## src/rtl/spi_rx_match_pkg.sv

```systemverilog
package spi_rx_match_pkg;

    typedef enum logic [2:0] {
        RULE_OFF        = 3'd0,
        RULE_RSVD       = 3'd1,
        RULE_FIRST_ANY  = 3'd2,
        RULE_EACH_ANY   = 3'd3,
        RULE_FIRST_PAIR = 3'd4,
        RULE_EACH_PAIR  = 3'd5,
        RULE_FIRST_MASK = 3'd6,
        RULE_EACH_MASK  = 3'd7
    } rule_e;

    typedef struct packed {
        logic flag;        // sticky match flag
        logic prev_a;      // previous word of this frame equalled ref_a
        logic prev_first;  // previous word was the frame's first word
    } match_state_t;

endpackage

```

## src/rtl/spi_rxm_compare.sv

```systemverilog
module spi_rxm_compare #(
    parameter int DATA_W = 32
) (
    input  logic [DATA_W-1:0] data,
    input  logic [DATA_W-1:0] ref_a,
    input  logic [DATA_W-1:0] ref_b,
    output logic              eq_a,
    output logic              eq_b,
    output logic              eq_mask
);
    always_comb begin
        eq_a    = (data == ref_a);
        eq_b    = (data == ref_b);
        eq_mask = ((data & ref_b) == (ref_a & ref_b));
    end
endmodule

```

## src/rtl/spi_rxm_rule.sv

```systemverilog
module spi_rxm_rule
    import spi_rx_match_pkg::*;
(
    input  logic [2:0] rule,
    input  logic       sof,
    input  logic       eq_a,
    input  logic       eq_b,
    input  logic       eq_mask,
    input  logic       prev_a,
    input  logic       prev_first,
    output logic       hit
);
    logic pair_ok;

    always_comb begin
        // a pair never crosses a frame start
        pair_ok = !sof && prev_a && eq_b;
        unique case (rule_e'(rule))
            RULE_FIRST_ANY:  hit = sof && (eq_a || eq_b);
            RULE_EACH_ANY:   hit = eq_a || eq_b;
            RULE_FIRST_PAIR: hit = pair_ok && prev_first;
            RULE_EACH_PAIR:  hit = pair_ok;
            RULE_FIRST_MASK: hit = sof && eq_mask;
            RULE_EACH_MASK:  hit = eq_mask;
            default:         hit = 1'b0;
        endcase
    end
endmodule

```

## src/rtl/spi_rx_match.sv

```systemverilog
module spi_rx_match
    import spi_rx_match_pkg::*;
#(
    parameter int DATA_W = 32
) (
    input  logic              clk,
    input  logic              rst_n,
    input  logic              word_vld,
    input  logic [DATA_W-1:0] word_data,
    input  logic              word_sof,
    input  logic [2:0]        rule,
    input  logic [DATA_W-1:0] ref_a,
    input  logic [DATA_W-1:0] ref_b,
    input  logic              match_only,
    input  logic              flag_clr,
    input  logic              irq_en,
    output logic              match_flag,
    output logic              irq,
    output logic              store_word
);
    match_state_t st_d, st_q;
    logic eq_a, eq_b, eq_mask, hit_raw, hit;

    spi_rxm_compare #(.DATA_W(DATA_W)) u_cmp (
        .data    (word_data),
        .ref_a   (ref_a),
        .ref_b   (ref_b),
        .eq_a    (eq_a),
        .eq_b    (eq_b),
        .eq_mask (eq_mask)
    );

    spi_rxm_rule u_rule (
        .rule       (rule),
        .sof        (word_sof),
        .eq_a       (eq_a),
        .eq_b       (eq_b),
        .eq_mask    (eq_mask),
        .prev_a     (st_q.prev_a),
        .prev_first (st_q.prev_first),
        .hit        (hit_raw)
    );

    always_comb begin
        hit  = word_vld && hit_raw;
        st_d = st_q;
        // set has priority over the write-one clear
        st_d.flag = (st_q.flag && !flag_clr) || hit;
        if (word_vld) begin
            st_d.prev_a     = eq_a;
            st_d.prev_first = word_sof;
        end
        match_flag = st_q.flag;
        irq        = st_q.flag && irq_en;
        store_word = word_vld && (!match_only || st_q.flag || hit);
    end

    always_ff @(posedge clk or negedge rst_n) begin
        if (!rst_n) st_q <= '0;
        else        st_q <= st_d;
    end
endmodule

```

## config.mk

```make
export PLATFORM = sky130hd
export DESIGN_NAME = spi_rx_match
export DESIGN_NICKNAME = d
export VERILOG_FILES = /design/src/rtl/spi_rx_match_pkg.sv /design/src/rtl/spi_rxm_compare.sv /design/src/rtl/spi_rxm_rule.sv /design/src/rtl/spi_rx_match.sv
export SDC_FILE = /design/constraint.sdc
export NUM_CORES = 1
export LEC_CHECK = 0
export ABC_AREA = 1
export BUFFER_PORTS_ARGS = -buffer_cell sky130_fd_sc_hd__buf_2
export CAP_MARGIN = 20
export CORE_AREA = 4 4 78 80
export DETAILED_ROUTE_END_ITERATION = 8
export DIE_AREA = 0 0 82 84
export PLACE_DENSITY = 0.66
export SETUP_SLACK_MARGIN = 0.02
export SYNTH_ARGS = -nofsm -noshare
export SYNTH_HDL_FRONTEND = slang
export SYNTH_SLANG_ARGS = --single-unit
```

## constraint.sdc

```tcl
create_clock -name clk -period 2.3 [get_ports clk]
set_clock_uncertainty 0.2 [all_clocks]
set_input_delay 0.23 -clock clk [delete_from_list [all_inputs] [get_ports clk]]
set_output_delay 0.23 -clock clk [all_outputs]
set_load 0.01 [all_outputs]
```

==> flow_metrics.env <==
export IMPL_power_density_cell_area_mw_per_mm2=239
export IMPL_instance_count_of_the_mapped_netlist=329
export IMPL_ctsLongestPathBuffers=2
export IMPL_outcome="finished, final reports clean"
export IMPL_die_height_um=84
export IMPL_post_synth_instance_area_mm2=0.00185
export IMPL_dpl_worst_slack_ns=0.224
export IMPL_initial_antenna_violation_count=0
export IMPL_cts_inserted_buffers=3
export IMPL_synth_nets=467
export IMPL_finalSetupViolCount=0
export IMPL_detailed_place_hpwl_um=4490
export IMPL_grt_met2_usage=0.253
export IMPL_finalHoldWorstSlack_ns=0.0364
export IMPL_grt_max_degree=6
export IMPL_ant_nets=0
export IMPL_floorplan_initialDensity=0.343
export IMPL_clk_pin_slew_ns=0.03
export IMPL_synth_seq_area_share=0.0405
export IMPL_die_x_um=82
export IMPL_io_pins=109
export IMPL_post_route_drc_count=0
export IMPL_flow_area_growth_from_synthesis_pct=37.0
export IMPL_totalWireLength_um=4830
export IMPL_grt_util_met3=0.00972
export IMPL_crit_type="in2out"
export IMPL_utilization=0.470
export IMPL_numClockSinks=3
export IMPL_grt_remaining_overflow=0
export IMPL_hold_path_class="in2reg"
export IMPL_grt_use_met1=0.160
export IMPL_first_pass_grt_wire_length_um=7670
export IMPL_postSynthRegisterBits=3
export IMPL_final_min_period_over_clock_period=0.875
export IMPL_port_buffers=108
export IMPL_cap_violations=0
export IMPL_finish_net_count=581
export IMPL_fp_coreArea_mm2=0.00541
export IMPL_gr_max_usage_layer="met2"
export IMPL_timing_critical_path_arrival_ns=1.58
export IMPL_drt_pass1_iter_count=4
export IMPL_summed_negative_setup_slack_over_all_endpoints_ns=0
export IMPL_vdd_ir_drop_max_mv=0.333
export IMPL_ys_types=18
export IMPL_yosys_warnings=0
export IMPL_cts_repair_timing_setup_buffer_count=0
export IMPL_max_slew_worst_pin_slew_ns=0.153
export IMPL_wire_per_inst_um=9.39
export IMPL_num_vias=2268
export IMPL_category_of_the_worst_setup_path_capture_point="primary output"
export IMPL_clkLatencyLatePin_ns=0.22
export IMPL_post_route_worst_setup_slack_ns=0.287
export IMPL_first_global_vias=2045
export IMPL_critPathRequiredTime_ns=1.87
export IMPL_core_rowCount=27
export IMPL_slew_headroom=0.898
export IMPL_h_tree_depth=1
export IMPL_design_power_total_uw=607
export IMPL_drt_iter0_markers=12
export IMPL_period_minus_slack_ns=2.01
export IMPL_critical_path_max_fanout=2
export IMPL_finalMaxSlewViolations=0
export IMPL_cts_tree="yes"
export IMPL_diodes=0
export IMPL_max_clock_freq_ghz=0.497
export IMPL_setup_repair_after_global_routing_missed_its_margin="false"
export IMPL_crit_path_start_kind="input port"
export IMPL_cts_root_buffer="clkbuf_8"
export IMPL_drive_above_1_share=0.265
export IMPL_p_leak_nw=1.42
export IMPL_synth_area_per_cell_um2=5.64
export IMPL_routability_congestion=0.770
export IMPL_hold_viol=0
export IMPL_grt_use_total=0.135
export IMPL_fp_dieArea_mm2=0.00689
export IMPL_route_detailed_vias_per_inst=4.41
export IMPL_filler_cell_count=593
-- what timing repair did --
item / 4_1_cts / 5_1_grt
resized for setup: 0 / 0
endpoints found under the hold margin: 3 / 0
hold buffers: 1 / 0
-- power breakdown --
| group | switching, mW | internal (mW) |
|---|---|---|
| clock | 0.0394 | 0.119 |
| sequential | 0.00259 | 0.0571 |
| combinational | 0.196 | 0.194 |
-- area by class of cell --
type	instances	area (um2)	share of cell area
clock buffers	4	45.0	0.0177
repair buffers	109	551	0.217
multi-input cells	292	1650	0.650
inverters	34	128	0.0502
flip-flops and latches	3	75.1	0.0296
well taps	72	90.1	0.0355
-- worst paths after layout --
| path | slack, ns | cells past startpoint | endpoint | startpoint |
|---|---|---|---|---|
| worst min register to register | 0.30 | 1 | st_q[0] | st_q[0] |
| worst max-delay path | 0.29 | 12 | store_word | word_data[11] |
| worst min-delay path | 0.04 | 4 | match_flag | flag_clr |
| max in group asynchronous | 1.65 | 2 | st_q[1] | rst_n |
| min in group asynchronous | 0.14 | 2 | st_q[0] | rst_n |
| worst max register to register | 1.24 | 6 | match_flag | st_q[1] |
-- layer usage --
layer  share of wire  routed length, um
met1            0.44               2120
met2            0.49               2370
met3           0.059                287
met4          0.0083                 40
met5               0                  0
-- layout by cell type, fill, tap and decap left out, types with 2 or more instances in the layout --
cell type | Yosys | final
nand2_1 | 134 | 134
buf_2 | 0 | 108
nor2_1 | 41 | 41
inv_1 | 34 | 34
ha_1 | 32 | 32
xnor2_1 | 31 | 31
nand3_1 | 30 | 30
nand3b_1 | 9 | 9
nor2_2 | 3 | 3
clkbuf_8 | 0 | 3
dfrtp_1 | 3 | 3
nand4_1 | 2 | 2
or2_0 | 2 | 2
nand3_2 | 2 | 2
-- Yosys cell counts --
master    count  area share
xnor2_1      31        0.15
or2_0         2      0.0067
o22ai_1       1      0.0034
nand3_2       2       0.011
nor2_1       41       0.083
nand2_1     134        0.27
o21ai_0       1      0.0027
nand3_1      30       0.081
mux2_2        1      0.0061
inv_1        34       0.069
ha_1         32        0.22
a21oi_1       1      0.0027
nor2_2        3       0.010
nand4_1       2      0.0067
xor2_1        1      0.0047
nand3b_1      9       0.036
o21ai_1       1      0.0027
dfrtp_1       3       0.040
-- metrics by stage --
stage	cell area, um2	cells
finish	2540	514
global route	2540	514
CTS	2540	514
detailed placement	2480	509
global placement	2480	509
floorplan	1850	329
-- cells by family (layout without fill, tap and decap cells) --
logic type                 after synthesis  after routing  share of synthesized area
adders and majority gates               32             32                      0.216
xor gates and xnor gates                32             32                      0.151
and+or+nand+nor                        223            223                      0.506
muxes                                    1              1                    0.00607
AOI/OAI and AO/OA                        4              4                     0.0115
DFF                                      3              3                     0.0405
buffers and inverters                   34            147                     0.0688
-- flip-flops by register name, indices dropped and copies added, names as in the netlist --
signal,flops
st_q,2
match_flag,1
-- critical path, cell delays in order --
cell	delay (ns)
buf_2	0.11
ha_1	0.28
nor2_1	0.12
nand2_1	0.07
nor2_1	0.14
nand4_1	0.15
nor2_1	0.11
o21ai_1	0.06
nand2_1	0.08
nand3_2	0.07
nand2_1	0.06
buf_2	0.12
Note: power is estimated with default switching activity, not from simulation.
